===== config.mk =====
export PLATFORM = sky130hd
export DESIGN_NAME = rxd_ring_engine
export DESIGN_NICKNAME = d
export VERILOG_FILES = /design/src/rtl/rxd_pkg.sv /design/src/rtl/rxd_ring_index.sv /design/src/rtl/rxd_packer.sv /design/src/rtl/rxd_ring_engine.sv
export SDC_FILE = /design/constraint.sdc
export NUM_CORES = 1
export LEC_CHECK = 0
export BUFFER_PORTS_ARGS = -buffer_cell sky130_fd_sc_hd__clkbuf_2
export CAP_MARGIN = 20
export CORE_MARGIN = 1
export CORE_UTILIZATION = 30
export DETAILED_ROUTE_END_ITERATION = 7
export PLACE_DENSITY_LB_ADDON = 0.25
export SYNTH_ARGS = -nofsm -noshare
export SYNTH_HDL_FRONTEND = slang
export SYNTH_HIERARCHICAL = 1
export SYNTH_SLANG_ARGS = --single-unit

===== constraint.sdc =====
create_clock -name clk -period 6.7 [get_ports clk]
set_input_delay 1.34 -clock clk [delete_from_list [all_inputs] [get_ports clk]]
set_output_delay 1.34 -clock clk [all_outputs]
set_load 0.02 [all_outputs]

===== src/rtl/rxd_pkg.sv =====
package rxd_pkg;
  localparam int unsigned DATA_W    = 32;
  localparam int unsigned LANES     = DATA_W / 8;
  localparam int unsigned LEN_W     = 16;
  localparam int unsigned STAT_LSB  = 16;
  localparam int unsigned FLD_EMPTY = 15;
  localparam int unsigned FLD_WRAP  = 13;
  localparam int unsigned FLD_LAST  = 11;
  localparam int unsigned FLD_ERR   = 0;
  localparam int unsigned KICK_BIT  = 24;

  typedef enum logic [1:0] {
    CSR_RING_BASE = 2'd0,
    CSR_BUF_SIZE  = 2'd1,
    CSR_KICK      = 2'd2
  } csr_sel_e;

  typedef enum logic [2:0] {
    ST_IDLE, ST_HDR, ST_PTR, ST_FILL, ST_DATA, ST_STAT
  } eng_state_e;
endpackage


===== src/rtl/rxd_ring_index.sv =====
module rxd_ring_index #(
  parameter int unsigned AW    = 32,
  parameter int unsigned IDX_W = 12
) (
  input  logic          clk,
  input  logic          rst_n,
  input  logic          clear,
  input  logic          advance,
  input  logic          wrap,
  input  logic [AW-1:0] base,
  output logic [AW-1:0] desc_addr
);
  logic [IDX_W-1:0] idx_q, idx_n;
  logic             idx_en;

  always_comb begin
    idx_en = clear | advance;
    if (clear || wrap) idx_n = '0;
    else               idx_n = idx_q + 1'b1;
  end

  always_ff @(posedge clk or negedge rst_n) begin
    if (!rst_n)      idx_q <= '0;
    else if (idx_en) idx_q <= idx_n;
  end

  assign desc_addr = base + AW'({idx_q, 3'b000});
endmodule


===== src/rtl/rxd_packer.sv =====
module rxd_packer #(
  parameter int unsigned LANES = 4
) (
  input  logic               clk,
  input  logic               rst_n,
  input  logic               take,
  input  logic [7:0]         din,
  input  logic               flush,
  output logic [LANES*8-1:0] word,
  output logic [LANES-1:0]   strb,
  output logic               full_next
);
  localparam int unsigned LANE_W = (LANES > 1) ? $clog2(LANES) : 1;

  logic [LANE_W-1:0] lane_q, lane_n;
  logic [LANES-1:0]  strb_q, strb_n;

  always_comb begin
    lane_n = lane_q;
    strb_n = strb_q;
    if (flush) begin
      lane_n = '0;
      strb_n = '0;
    end else if (take) begin
      lane_n = lane_q + 1'b1;
      strb_n = strb_q | (LANES'(1) << lane_q);
    end
  end

  always_ff @(posedge clk or negedge rst_n) begin
    if (!rst_n) begin
      lane_q <= '0;
      strb_q <= '0;
    end else begin
      lane_q <= lane_n;
      strb_q <= strb_n;
    end
  end

  for (genvar g = 0; g < LANES; g++) begin : g_lane
    logic       hit;
    logic [7:0] b_q;
    assign hit = take && (lane_q == LANE_W'(g));
    always_ff @(posedge clk or negedge rst_n) begin
      if (!rst_n)   b_q <= '0;
      else if (hit) b_q <= din;
    end
    assign word[g*8 +: 8] = b_q;
  end

  assign strb      = strb_q;
  assign full_next = (lane_q == LANE_W'(LANES - 1));
endmodule


===== src/rtl/rxd_ring_engine.sv =====
module rxd_ring_engine
  import rxd_pkg::*;
#(
  parameter int unsigned AW        = 32,
  parameter int unsigned IDX_W     = 12,
  parameter int unsigned MAX_FRAME = 1522
) (
  input  logic              clk,
  input  logic              rst_n,
  input  logic              csr_we,
  input  logic [1:0]        csr_sel,
  input  logic [31:0]       csr_wdata,
  output logic              poll_active,
  output logic              mem_req,
  output logic              mem_we,
  output logic [AW-1:0]     mem_addr,
  output logic [DATA_W-1:0] mem_wdata,
  output logic [LANES-1:0]  mem_wstrb,
  input  logic              mem_ack,
  input  logic [DATA_W-1:0] mem_rdata,
  input  logic              rx_valid,
  input  logic [7:0]        rx_data,
  input  logic              rx_last,
  output logic              rx_ready,
  output logic              frame_done
);
  // reset: asserted asynchronously, released through two flops
  logic [1:0] rst_sync_q;
  logic       rst_i_n;
  always_ff @(posedge clk or negedge rst_n) begin
    if (!rst_n) rst_sync_q <= 2'b00;
    else        rst_sync_q <= {rst_sync_q[0], 1'b1};
  end
  assign rst_i_n = rst_sync_q[1];

  eng_state_e       st_q, st_n;
  logic             active_q, kick_set, act_clr;
  logic [AW-1:0]    base_q, ptr_q, ptr_n, desc_addr;
  logic [LEN_W-1:0] bsize_q, dcnt_q, dcnt_n, fcnt_q, fcnt_n, len_wb;
  logic [15:0]      stat_q, stat_wb;
  logic             base_en, bsize_en, stat_en, ptr_en, dcnt_en, fcnt_en;
  logic             last_q, last_n, last_en, done_q, done_n;
  logic             take, flush, advance, pk_full;
  logic [DATA_W-1:0] pk_word;
  logic [LANES-1:0]  pk_strb;

  assign base_en  = csr_we && (csr_sel == CSR_RING_BASE);
  assign bsize_en = csr_we && (csr_sel == CSR_BUF_SIZE);
  assign kick_set = csr_we && (csr_sel == CSR_KICK) && csr_wdata[KICK_BIT];

  rxd_ring_index #(.AW(AW), .IDX_W(IDX_W)) ring_i (
    .clk(clk), .rst_n(rst_i_n), .clear(base_en), .advance(advance),
    .wrap(stat_q[FLD_WRAP]), .base(base_q), .desc_addr(desc_addr)
  );

  rxd_packer #(.LANES(LANES)) pack_i (
    .clk(clk), .rst_n(rst_i_n), .take(take), .din(rx_data), .flush(flush),
    .word(pk_word), .strb(pk_strb), .full_next(pk_full)
  );

  always_comb begin
    stat_wb            = stat_q;
    stat_wb[FLD_EMPTY] = 1'b0;
    stat_wb[FLD_LAST]  = last_q;
    stat_wb[FLD_ERR]   = last_q && (fcnt_q > LEN_W'(MAX_FRAME));
    len_wb             = last_q ? fcnt_q : dcnt_q;
  end

  always_comb begin
    st_n = st_q;
    mem_req = 1'b0; mem_we = 1'b0; mem_addr = desc_addr;
    mem_wdata = '0; mem_wstrb = '0; rx_ready = 1'b0;
    take = 1'b0; flush = 1'b0; act_clr = 1'b0; advance = 1'b0;
    stat_en = 1'b0; ptr_en = 1'b0; ptr_n = ptr_q;
    dcnt_en = 1'b0; dcnt_n = dcnt_q; fcnt_en = 1'b0; fcnt_n = fcnt_q;
    last_en = 1'b0; last_n = last_q; done_n = 1'b0;
    case (st_q)
      ST_IDLE: if (active_q) st_n = ST_HDR;
      ST_HDR: begin
        mem_req = 1'b1;
        if (mem_ack) begin
          if (mem_rdata[STAT_LSB + FLD_EMPTY]) begin
            stat_en = 1'b1;
            st_n    = ST_PTR;
          end else begin
            act_clr = 1'b1;
            st_n    = ST_IDLE;
          end
        end
      end
      ST_PTR: begin
        mem_req  = 1'b1;
        mem_addr = desc_addr + AW'(4);
        if (mem_ack) begin
          ptr_en  = 1'b1;
          ptr_n   = mem_rdata[AW-1:0];
          dcnt_en = 1'b1;
          dcnt_n  = '0;
          st_n    = ST_FILL;
        end
      end
      ST_FILL: begin
        rx_ready = 1'b1;
        if (rx_valid) begin
          take    = 1'b1;
          dcnt_en = 1'b1;
          dcnt_n  = dcnt_q + 1'b1;
          fcnt_en = 1'b1;
          fcnt_n  = (fcnt_q == '1) ? fcnt_q : fcnt_q + 1'b1;
          last_en = 1'b1;
          last_n  = rx_last;
          if (rx_last || pk_full || (dcnt_n == bsize_q)) st_n = ST_DATA;
        end
      end
      ST_DATA: begin
        mem_req   = 1'b1;
        mem_we    = 1'b1;
        mem_addr  = ptr_q;
        mem_wdata = pk_word;
        mem_wstrb = pk_strb;
        if (mem_ack) begin
          flush  = 1'b1;
          ptr_en = 1'b1;
          ptr_n  = ptr_q + AW'(4);
          st_n   = (last_q || (dcnt_q == bsize_q)) ? ST_STAT : ST_FILL;
        end
      end
      ST_STAT: begin
        mem_req   = 1'b1;
        mem_we    = 1'b1;
        mem_wdata = {stat_wb, len_wb};
        mem_wstrb = '1;
        if (mem_ack) begin
          advance = 1'b1;
          done_n  = last_q;
          last_en = 1'b1;
          last_n  = 1'b0;
          if (last_q) begin
            fcnt_en = 1'b1;
            fcnt_n  = '0;
          end
          st_n = ST_IDLE;
        end
      end
      default: st_n = ST_IDLE;
    endcase
  end

  always_ff @(posedge clk or negedge rst_i_n) begin
    if (!rst_i_n) begin
      st_q     <= ST_IDLE;
      active_q <= 1'b0;
      base_q   <= '0;
      bsize_q  <= '0;
      stat_q   <= '0;
      ptr_q    <= '0;
      dcnt_q   <= '0;
      fcnt_q   <= '0;
      last_q   <= 1'b0;
      done_q   <= 1'b0;
    end else begin
      st_q   <= st_n;
      done_q <= done_n;
      if (kick_set)     active_q <= 1'b1;
      else if (act_clr) active_q <= 1'b0;
      if (base_en)  base_q  <= csr_wdata[AW-1:0];
      if (bsize_en) bsize_q <= csr_wdata[LEN_W-1:0];
      if (stat_en)  stat_q  <= mem_rdata[STAT_LSB +: 16];
      if (ptr_en)   ptr_q   <= ptr_n;
      if (dcnt_en)  dcnt_q  <= dcnt_n;
      if (fcnt_en)  fcnt_q  <= fcnt_n;
      if (last_en)  last_q  <= last_n;
    end
  end

  assign poll_active = active_q;
  assign frame_done  = done_q;
endmodule


# ---- Yosys cells after proc, flatten, opt, wreduce, memory -nomap -nowiden
# Index checks and enable logic that the tools add are counted.
dict set report classes {
  eq_ne 22
  n_bitwise 2
  reduce_logical 29
  n_shift 1
  n_mux 57
  add_sub_neg 7
  magnitude_cmp 1
}
# cell count
set ops {}
lappend ops {{32-bit one-hot mux with 2 select lines} 3}
lappend ops {{16-bit 2-to-1 mux} 7}
lappend ops {{32-bit by 3-bit adder with 32-bit output, second input constant} 2}
lappend ops {{32-bit 2-to-1 mux} 2}
lappend ops {{16-bit one-hot mux with 2 select lines} 2}
lappend ops {{16-bit by 1-bit adder with 16-bit output, second input constant} 2}
lappend ops {{32-bit by 15-bit adder with 32-bit output} 1}
lappend ops {{16-bit equality test} 2}
lappend ops {{3-bit 2-to-1 mux} 8}
lappend ops {{1-bit 2-to-1 mux} 23}
lappend ops {{2-bit != test, second input constant} 9}
lappend ops {{3-bit one-hot mux with 6 select lines} 1}
lappend ops {{16-bit equality test, second input constant} 1}
lappend ops {{16-bit by 11-bit > comparator with 1-bit output, second input constant} 1}
lappend ops {{12-bit by 1-bit adder with 12-bit output, second input constant} 1}
lappend ops {{12-bit 2-to-1 mux} 1}
lappend ops {{4-bit AND reduction} 3}
lappend ops {{2-bit nonzero test} 5}
lappend ops {{1-bit logical AND} 9}
lappend ops {{4-bit 2-to-1 mux} 2}
lappend ops {{1-bit one-hot mux with 2 select lines} 4}
lappend ops {{4-bit one-hot mux with 2 select lines} 1}
lappend ops {{7-bit AND reduction} 1}
lappend ops {{2-bit equality test, second input constant} 3}
lappend ops {{other kinds (15)} 25}
dict set report totals {
  in_bits 80
  regBits 185
  output_inout_bits 73
}

# ---- Logic depth before layout (Yosys ltp)
# Gate-level depths: netlist of run 1.
dict set report depth {
  word_depth 6
  ltp_mapped 16
}

# ---- Hierarchy
# Netlist of run 1, hierarchy kept.
# mod cells_each area_per_inst_um2 instances
set modules_own_cells {}
lappend modules_own_cells {rxd_ring_engine 1016 8798.4 1}
lappend modules_own_cells {rxd_ring_index 179 1482.7 1}
lappend modules_own_cells {rxd_packer 93 1466.4 1}

# ---- Worst setup path before layout of run 1
# Ideal clock, no wire load.
dict set report synth_timing {
  kind {register to output}
  from {register ring_i.idx_q[0]}
  to {output port mem_addr[29]}
  path_buffers 1
  path_slack_ns 1.766
  arrival_ns 3.594
  path_stages_with_launch 16
  required_ns 5.360
  cell_sequence {dfrtp_1 ha_1 fa_1 a21o_1 a31oi_1 o21ai_1 a21o_1 buf_6 nand3_1 xnor2_1 and3_1 and4_1 nand4_1 o21ai_0 o41ai_1 a221oi_1}
}
dict set report synth_via {
  elab_chain_cells 3
}
# item line
set synth_rtl {}
lappend synth_rtl {{start: declaration} rxd_ring_index.sv:13} ;# logic [IDX_W-1:0] idx_q, idx_n;
lappend synth_rtl {{start signal: assignment} rxd_ring_index.sv:24} ;# else if (idx_en) idx_q <= idx_n;
lappend synth_rtl {{32-bit by 15-bit adder with 32-bit output} rxd_ring_index.sv:27} ;# assign desc_addr = base + AW'({idx_q, 3'b000});
lappend synth_rtl {{via desc_addr[21]} rxd_ring_engine.sv:38} ;# logic [AW-1:0] base_q, ptr_q, ptr_n, desc_addr;
lappend synth_rtl {{32-bit by 3-bit adder with 32-bit output} rxd_ring_engine.sv:93} ;# mem_addr = desc_addr + AW'(4);
lappend synth_rtl {{32-bit one-hot mux with 2 select lines} rxd_ring_engine.sv:77} ;# case (st_q)
lappend synth_rtl {{end: declaration} rxd_ring_engine.sv:16} ;# output logic [AW-1:0] mem_addr,
# The timed path passes the listed nets, and every way through them passes these cells.

# ---- Worst setup path in the final report of run 1
dict set report layout_timing {
  from {register ring_i.idx_q[0]}
  to {output port mem_addr[25]}
}
# The elaborated chain is that of the path after synthesis.

==> results of run 1 <==
## worst min-delay path by stage
stage                     slack [ps]           from             to
final                            350  rst_sync_q[0]  rst_sync_q[1]
after global routing             360  rst_sync_q[0]  rst_sync_q[1]
after CTS                        350  rst_sync_q[0]  rst_sync_q[1]
after detailed placement         340  rst_sync_q[0]  rst_sync_q[1]
after global placement           330  rst_sync_q[0]  rst_sync_q[1]
after floorplan                  330  rst_sync_q[0]  rst_sync_q[1]
## kinds of logic after synthesis
kind of cell / Yosys count
adders and majority gates: 23
other: 1
xor gates and xnor gates: 83
and+or+nand+nor: 448
buffers and inverters: 121
DFF: 183
AOI/OAI and AO/OA: 311
muxes: 118
## layout make-up
| class | instances | area (sq um) | area share [%] |
|---|---|---|---|
| well taps | 518 | 648.1 | 4.837 |
| repair buffers | 160 | 840.8 | 6.274 |
| flip-flops and latches | 183 | 4584 | 34.21 |
| multi-input cells | 984 | 6633 | 49.50 |
| clock buffers | 21 | 440.4 | 3.287 |
| inverters | 37 | 138.9 | 1.036 |
| clock inverters | 11 | 115.1 | 0.8590 |
## per-layer routing
metal / track usage (%) / vias up
met1: 28.15 / 5082
met5: 0 / -
met4: 5.541 / 0
li1: - / 4880
met3: 2.907 / 40
met2: 28.31 / 352
## power breakdown
part	switching, W	internal, W
clock network	0.000473	0.000521
registers	0.000392	0.00141
logic	0.00139	0.000805
total	0.00226	0.00274
## synth_stat cells (5+ instances only)
cell type | number | area [sq um]
a221oi_1 | 6 | 52.55
and4_1 | 6 | 52.55
and3_1 | 22 | 137.6
xor2_1 | 27 | 236.5
dfrtp_1 | 183 | 4579
nor3_1 | 21 | 105.1
nand4_1 | 28 | 175.2
buf_1 | 7 | 26.28
a21o_1 | 9 | 67.56
o31ai_1 | 10 | 75.07
inv_1 | 36 | 135.1
and2_1 | 9 | 56.30
or3_1 | 5 | 31.28
buf_4 | 9 | 67.56
clkbuf_1 | 47 | 176.4
nand2_1 | 128 | 480.5
buf_2 | 15 | 75.07
mux2i_1 | 25 | 250.2
o21ai_0 | 96 | 480.5
xnor2_1 | 56 | 490.5
o211ai_1 | 13 | 97.59
buf_6 | 5 | 56.30
o21a_1 | 5 | 37.54
a311oi_1 | 5 | 43.79
a22oi_1 | 12 | 90.09
nor2_1 | 92 | 345.3
nor4_1 | 18 | 112.6
o22ai_1 | 21 | 131.4
ha_1 | 22 | 275.3
a21oi_1 | 70 | 350.3
mux2_2 | 93 | 1047
nand3_1 | 61 | 305.3
o311ai_0 | 5 | 43.79
nand2b_1 | 5 | 31.28
a22o_1 | 22 | 192.7
nor2b_1 | 6 | 37.54
## sequential cells by signal, summed over array words and instances (netlist names)
register           count
poll_active            1
dcnt_q                16
pack_i/g_lane.b_q     32
base_q                32
ring_i/idx_q          12
fcnt_q                16
stat_q                13
bsize_q               16
pack_i/lane_q          2
st_q                   3
ptr_q                 32
rst_sync_q             2
pack_i/strb            4
last_q                 1
frame_done             1
## per-stage QoR
stage / utilization (%) / cell area (sq um) / power, W / setup WS, ps / hold WS, ps
2_1_floorplan: - / 11750 / 0.003255 / 1223 / 331.2
3_3_place_gp: 33.20 / 12830 / 0.003966 / 1419 / 334.7
3_5_place_dp: 33.20 / 12830 / 0.003993 / 1320 / 335.5
4_1_cts: 34.63 / 13390 / 0.005006 / 826.0 / 351.4
5_1_grt: 34.67 / 13400 / 0.005311 / 381.8 / 359.9
6_report: 34.67 / 13400 / 0.004997 / 825.3 / 351.1
==> out/metrics.yaml, run 1 <==
ir_worst_vdd_v: 0.0002286
fin_setup_tns_ps: 0
grt_start_max_net_pins: 135
final_cells: 1914
cp_cell_sequence: "ha_1 > fa_1 > a21o_1 > a31oi_1 > o21ai_1 > a21o_1 > nand3_1 > xnor2_1 > and3_1 > and4_1 > nand4_1 > o21ai_0 > o41ai_1 > a221o_1 > clkbuf_2"
dr.pass1.iters: 6
synth_mux_area_share_pct: 11.04
fmax_mhz: 170.2
end_kind: "output pin"
reg2regPathDepth: 8
grt_first_pass_wirelength_um: 57360
drv_slew: 0
worstPathArrival_ps: 4530
r2r_setup_slack_ps: 3160
cp.required_ps: 5360
timing.rr.end: "ptr_q[26]"
async_flop_share_pct: 100.0
dieArea_sq_um: 39950
crit_family: "compound AO/OA/AOI/OAI gates"
synth-compound-area-share_pct: 16.87
syn-cell-area_sq_um: 11750
status: "finished, final reports clean"
crit_start: "ring_i/idx_q[0]"
dr_wl_met3_um: 2103
yosysUniqueCellTypes: 82
cts_tree: "yes"
gr-total-overflow: 0
postRouteAntennaNets: 0
antenna_found_initial: 1
worstSkewPairLatency_ps: 450
n_fill_cell: 4005
viasPerCell: 5.410
portBuffers: 152
cp_num_cells: 15
yosysWarnings: 6
initial_core_util_pct: 30.40
synth-adder-area-share_pct: 2.514
clock_sinks: 183
num_rows: 72
power_density_nw_per_um2: 372.9
crit_fanout: 9
finalSetupViolations: 0
ys_seq_elements: 183
root_buffer: "clkbuf_16"
p_leak_nw: 5.786
synthCells: 1288
cts_resized: 0
synth_nets: 1391
wire_per_inst_um: 19.75
crit_path_start_kind: "register"
r2r-start: "st_q[1]"
grt_pass1_vias: 9512
final_layout_size_suffix_gt1_share_pct: 22.49
drt-total-wl_um: 37810
max_cap_violations: 0
h-tree-depth: 4
antenna_cells: 0
syn_area_per_cell_sq_um: 9.121
track_usage_pct: 19.01
route.met2.wl_um: 16540
syn_to_final_growth_pct: 14.07
synth_edf_count: 0
endpoint: "mem_addr[25]"
core_area_sq_um: 38650
num_vias: 10354
gp_congestion: 0.8533
postCtsSetupBuffers: 0
top_layer: "met4"
period_minus_slack_ps: 5875
synth_top_family_by_area: "simple AND/OR/NAND/NOR gates"
worstMarginPinSlew_ps: 1038
slew_headroom_pct: 30.81
final_common_cell: "dfrtp_1"
die_y_um: 199.9
nets: 1486
critPathSlowestCell: "xnor2_1"
wl_met1_um: 18460
fin_crit_sh_pct: 87.68
cts_buffers: 17
final_cell_mix: "dfrtp_1 (181), clkbuf_2 (152), nand2_1 (128)"
critPathMostFrequentCell: "a21o_1"
drc: 0
cts_hold_buf: 0
hold_path.class: "register to register"
seq_area_frac_synth_pct: 38.98
cpPeakStageDelay_ps: 480
critPathBufInv: 1
hold_viol: 0
synthSimpleGateAreaFrac_pct: 19.73
synth_ff_type: "dfrtp_1"
rsz0062_at_grt: "false"
placedCellCount: 1881
clkTransAtPathRegs_ps: 70
crit_type: "register to output pin"
hpwlAfterDp_um: 28200
dr.first_iter.drc_count: 1030
ios: 153
synthXorXnorAreaFrac_pct: 6.188
cts_max_path_buffers: 2
min_path_cells: 0
skew_ps: 11.16
die_width_um: 199.9
Note: power is estimated with default switching activity, not from simulation.
==> run 2, diff against run 1 <==
ABC_AREA = 1   (was default)
==> out/metrics.yaml, run 2 <==
status: "finished, final reports clean"
cts_max_path_buffers: 2  # unchanged
critPathMostFrequentCell: "nand2_1"
crit_type: "register to output pin"
cp_cell_sequence: "ha_1 > fa_1 > nand3_1 > nand3_1 > nand2_1 > nand2_1 > xor2_1 > nand2_1 > nor2_1 > nand4_1 > nor2_2 > nand3_1 > nor2_2 > nor2_1 > nor2_1 > nand2_1 > o211ai_1 > clkbuf_2"
grt_pass1_vias: 12135  # +28%
wire_per_inst_um: 17.68  # -10%
antenna_cells: 0  # unchanged
syn_area_per_cell_sq_um: 6.920  # -24%
drc: 0  # unchanged
synth_ff_type: "dfrtp_1"
internal-power_w: 0.002730  # -0.37%
ir_worst_vdd_v: 0.0001836  # -20%
drt-total-wl_um: 43900  # +16%
num_rows: 74  # +2.8%
h-tree-depth: 4  # unchanged
slew_headroom_pct: 28.01  # -2.8 points
top_regs: "base_q (32), pack_i/g_lane.b_q (32), ptr_q (32)"
synth_nets: 1926  # +38%
cpPeakStageDelay_ps: 430  # -50 ps
period_minus_slack_ps: 5275  # -599.5 ps
postCtsSetupBuffers: 0  # unchanged
dr.pass1.iters: 7  # +1
synth_edf_count: 0  # unchanged
antenna_found_initial: 2  # +1
fin_setup_tns_ps: 0  # unchanged
dr.first_iter.drc_count: 1000  # -2.9%
yosysTopAreaCell: "dfrtp_1"
switching_share_pct: 46.88  # +1.7 points
crit_family: "simple AND/OR/NAND/NOR gates"
synth_area_leaders: "dfrtp_1 (36%), nand2_1 (17%), inv_1 (6.2%)"
cts_resized: 0  # unchanged
final_layout_size_suffix_gt1_share_pct: 13.79  # -8.7 points
fmax_mhz: 189.6  # +11%
clock_sinks: 183  # unchanged
die_width_um: 207.1  # +3.6%
power_density_nw_per_um2: 356.8  # -4.3%
syn_to_final_growth_pct: 14.19
grt_first_pass_wirelength_um: 69600  # +21%
final_cell_mix: "nand2_1 (574), inv_1 (208), dfrtp_1 (182)"
power_frac_comb_pct: 42.9  # -1.1 points
hpwlAfterDp_um: 33770  # +20%
hold_viol: 0  # unchanged
critPathBufInv: 1  # unchanged
skew_ps: 11.17  # +0.008100 ps
crit_path_start_kind: "register"
multi_input_area_sq_um: 6879  # +3.7%
worstSkewPairLatency_ps: 460  # about the same
cts_hold_buf: 0  # unchanged
yosysTopAreaCellShare_pct: 36.30  # -2.7 points
grt_start_max_net_pins: 182  # +35%
syn-cell-area_sq_um: 12620  # +7.4%
final_cells: 2483  # +30%
cp.required_ps: 5360  # about the same
critPathSlowestCell: "fa_1"
async_flop_share_pct: 100.0  # unchanged
finalSetupViolations: 0  # unchanged
cts_buffers: 17  # unchanged
viasPerCell: 5.052  # -6.6%
seq_area_frac_synth_pct: 36.30  # -2.7 points
register_area_sq_um: 4583  # about the same
end_kind: "output pin"
yosysUniqueCellTypes: 66  # -20%
clkTransAtPathRegs_ps: 70  # about the same
final_common_cell: "nand2_1"
p_switching_w: 0.002409  # +6.8%
ios: 153  # unchanged
synthTopCellsByCount: "nand2_1 (575), inv_1 (209), dfrtp_1 (183)"
cts_tree: "yes"
synthCells: 1823  # +42%
nets: 2041  # +37%
dieArea_sq_um: 42880  # +7.3%
core_area_sq_um: 41110  # +6.4%
gp_congestion: 0.9514  # +11%
rsz0062_at_grt: "false"
worstMarginPinSlew_ps: 1080  # +41.98 ps
initial_core_util_pct: 30.69  # +0.29 points
crit_fanout: 6  # -3
die_y_um: 207.1  # +3.6%
fin_crit_sh_pct: 78.73  # -8.9 points
yosysWarnings: 6  # unchanged
drv_slew: 0  # unchanged
hold_path.class: "register to register"
gr-total-overflow: 0  # unchanged
max_cap_violations: 0  # unchanged
p_seq_share_pct: 36.3  # +0.2 points
worstPathArrival_ps: 3940  # -590 ps
placedCellCount: 2451  # +30%
clkPwrFrac_pct: 20.8  # +0.9 points
n_fill_cell: 4553  # +14%
portBuffers: 152  # unchanged
track_usage_pct: 20.67  # +1.7 points
ys_seq_elements: 183  # unchanged
yosysMostFrequentCell: "nand2_1"
num_vias: 12544  # +21%
p_leak_nw: 7.155  # +24%
root_buffer: "clkbuf_16"
postRouteAntennaNets: 0  # unchanged
run 2: cell types whose count changed after synthesis, moves of 14 or more:
cell	previous run	this run
nand2_1	128	575
a21oi_1	70	42
nand3_1	61	151
inv_1	36	209
xnor2_1	56	9
nor2_1	92	133
nor3_1	21	35
mux2i_1	25	1
and3_1	22	1
o221ai_1	4	22
mux2_2	93	2
clkbuf_1	47	28
inv_2	0	17
run 2: kinds of logic (layout without fill, tap and decap cells):
family	after synthesis	count (layout)	synth area share, %
buffers and inverters	291	419	9.233
AO/OA/AOI/OAI	268	268	13.58
other	1	1	0.02972
XOR/XNOR	48	48	3.332
adder cells (fa/ha/maj)	23	23	2.341
AND/OR/NAND/NOR	1004	1004	34.75
multiplexers	5	5	0.4364
flip-flops	183	183	36.30
run 2: layout make-up:
cell class,count,area share (%)
Clock buffer,21,3.196
Inverter,230,6.054
Multi-Input combinational cell,1349,47.75
Timing Repair Buffer,157,5.628
Tap cell,532,4.620
Sequential cell,183,31.81
Clock inverter,11,0.9380
run 2: through the flow:
step                setup slack, ps  area, sq um  hold WS [ps]  util (%)  power (W)
floorplan                      1223        12620         331.2         -   0.003321
global placement               1979        13810         338.4     33.60   0.004042
detailed placement             1962        13810         342.8     33.60   0.004067
CTS                            1464        14410         359.0     35.04   0.005153
global route                   1095        14410         369.2     35.04   0.005518
finish                         1425        14410         356.8     35.04   0.005140
run 2: power by group through the flow:
stage / sequential (W) / combinational [W] / clock [W]
after floorplan: 0.00176 / 0.00156 / 0
after global placement: 0.00188 / 0.00217 / 0
after detailed placement: 0.00188 / 0.00219 / 0
after CTS: 0.00186 / 0.00220 / 0.00109
after global routing: 0.00192 / 0.00246 / 0.00114
final: 0.00187 / 0.00221 / 0.00107
run 2: path summary, 6_finish.rpt:
kind                                 start       endpoint  slack [ps]  depth (start not counted)
setup / recovery           ring_i/idx_q[0]   mem_addr[29]        1420                         18
hold / removal               rst_sync_q[0]  rst_sync_q[1]         360                          0
setup reg to reg                   st_q[0]      ptr_q[11]        3150                         11
hold reg to reg              rst_sync_q[0]  rst_sync_q[1]         360                          0
max in group asynchronous    rst_sync_q[1]      ptr_q[22]        5360                          1
min in group asynchronous    rst_sync_q[1]    bsize_q[13]         500                          1
run 2: per-layer routing:
layer	up-vias	part of all wire, %	track usage, %
li1	6234	-	-
met1	5904	47	28.08
met2	348	45	32.82
met3	54	5.7	4.563
met4	4	2.3	5.970
met5	-	0.052	0
==> run 3, diff against run 2 <==
clock period = 5 ns   (was 6.7 ns; I/O delays follow)
==> out/metrics.yaml, run 3 (synthesized netlist as in run 2, its figures left out) <==
critPathSlowestCell: "ha_1"
core_area_sq_um: 41110  # unchanged
reg2regPathDepth: 10  # -1
final_layout_size_suffix_gt1_share_pct: 15.12  # +1.3 points
max_cap_violations: 0  # unchanged
skew_ps: 15.86  # +4.688 ps
final_cell_mix: "nand2_1 (573), inv_1 (208), dfrtp_1 (182)"
syn_to_final_growth_pct: 15.91
crit_path_start_kind: "register"
violations: "DRC"
track_usage_pct: 20.66  # about the same
power_density_nw_per_um2: 479.3  # +34%
grt_pass1_vias: 11991  # -1.2%
cp_cell_sequence: "ha_1 > nand2_1 > inv_1 > a21oi_1 > nand3_1 > xor2_1 > nand2_1 > nor2_1 > nand4_1 > nor2_4 > nand3_2 > nor2_4 > nand3_1 > nand2_1 > nand3_1 > nand3_1 > buf_2"
p_seq_share_pct: 36.0  # -0.3 points
drt-total-wl_um: 44090  # +0.42%
timing.rr.end: "ptr_q[8]"
fin_setup_tns_ps: 0  # unchanged
final_common_cell: "nand2_1"
num_rows: 74  # unchanged
cts_hold_buf: 0  # unchanged
power_w: 0.007008  # +36%
die_width_um: 207.1  # unchanged
fmax_mhz: 209.9
power_frac_comb_pct: 42.6  # -0.3 points
dieArea_sq_um: 42880  # unchanged
p_leak_nw: 7.230  # +1.0%
hpwlAfterDp_um: 34090  # +0.95%
top_regs: "base_q (32), pack_i/g_lane.b_q (32), ptr_q (32)"
grt_start_max_net_pins: 121  # -34%
cpPeakStageDelay_ps: 410  # -20 ps
switching_share_pct: 46.22  # -0.65 points
crit_fanout: 4  # -2
antenna_found_initial: 1  # -1
period_minus_slack_ps: 4764
nets: 2049  # +0.39%
grt_first_pass_wirelength_um: 69120  # -0.69%
clock_sinks: 183  # unchanged
holdWs_ps: 318.5  # -38.23 ps
die_y_um: 207.1  # unchanged
worstMarginPinSlew_ps: 923.7  # -156.1 ps
clkTransAtPathRegs_ps: 70  # about the same
h-tree-depth: 4  # unchanged
ios: 153  # unchanged
hold_viol: 0  # unchanged
crit_type: "register to output pin"
antenna_cells: 0  # unchanged
portBuffers: 152  # unchanged
ir_worst_vdd_v: 0.0002297  # +25%
drc: 8  # +8
finalSetupViolations: 0  # unchanged
internal-power_w: 0.003769  # +38%
slew_headroom_pct: 38.33  # +10 points
status: "complete, but fails checks"
gp_congestion: 0.9563  # +0.52%
cts_tree: "yes"
num_vias: 12687  # +1.1%
clkPwrFrac_pct: 21.4  # +0.6 points
cts_max_path_buffers: 2  # unchanged
r2r_setup_slack_ps: 2020  # -1130 ps
dr.pass1.iters: 8  # +1
root_buffer: "clkbuf_16"
end_kind: "output pin"
worstSkewPairLatency_ps: 460  # about the same
p_switching_w: 0.003240  # +34%
gr-total-overflow: 0  # unchanged
postRouteAntennaNets: 0  # unchanged
post-route-util_pct: 35.57  # +0.53 points
cp.required_ps: 4000  # -1360 ps
initial_core_util_pct: 30.69  # unchanged
wire_per_inst_um: 17.71  # +0.14%
worstPathArrival_ps: 3760  # -180 ps
dr.first_iter.drc_count: 1032  # +3.2%
hold_path.class: "input port to async pin"
r2r-start: "st_q[0]"
critPathMostFrequentCell: "nand3_1"
drv_slew: 0  # unchanged
viasPerCell: 5.095  # +0.86%
fin_crit_sh_pct: 95.28
cts_buffers: 17  # unchanged
## run 3: per-layer routing
metal,routed length (um),track usage [%],part of all wire [%]
met1,20360,28.01,46
met2,20250,33.29,46
met3,2815,4.533,6.4
met4,656,5.069,1.5
met5,11,0,0.025
## run 3: cell type report
cell class | instances | area, sq um
fillers | 4482 | 26490
multi-input cells | 1349 | 6983
flip-flops and latches | 183 | 4583
repair buffers | 165 | 883.3
inverters | 230 | 872.1
well taps | 532 | 665.6
clock buffers | 18 | 439.2
clock inverters | 13 | 196.4
## run 3: worst max-delay path: cells and delay by family, from the launching register on
kind                       cells  cell delay [ps]
and+or+nand+nor               12             1730
adders and majority gates      1              410
DFF                            1              380
xor gates and xnor gates       1              330
buffers and inverters          2              250
AOI/OAI and AO/OA              1              200
## run 3: timing repair
| item | in CTS | in global routing |
|---|---|---|
| resized for setup | 0 | 27 |
| buffers inserted | 0 | 3 |
| hold endpoints to repair | 0 | 0 |
| setup endpoints to repair | 0 | 11 |
## run 3: how the worst max path moves through the flow
stage | start | slack, ps | cells after the start | to
after floorplan | ring_i/idx_q[0] | 1050 | 19 | mem_addr[30]
after global placement | ring_i/idx_q[0] | 610 | 20 | mem_addr[30]
after detailed placement | ring_i/idx_q[0] | 560 | 20 | mem_addr[30]
after CTS | ring_i/idx_q[0] | 40 | 20 | mem_addr[30]
after global routing | ring_i/idx_q[6] | -5 | 17 | mem_addr[30]
final | base_q[13] | 240 | 17 | mem_addr[31]
## run 3: stage by stage
step                      instance area [sq um]  cells  worst slack (ps)
final                                     14620   2490             236.1
after global routing                      14620   2490            -4.923
after CTS                                 14480   2486             43.39
after detailed placement                  13840   2455             564.6
after global placement                    13840   2455             605.2
after floorplan                           12620   1823              1054
## run 3: power by group through the flow
stage	sequential, W	combinational [W]	clock [W]
after detailed placement	0.00253	0.00292	0
after floorplan	0.00236	0.00209	0
after global placement	0.00253	0.00290	0
final	0.00252	0.00299	0.00150
after global routing	0.00259	0.00332	0.00160
after CTS	0.00251	0.00293	0.00153
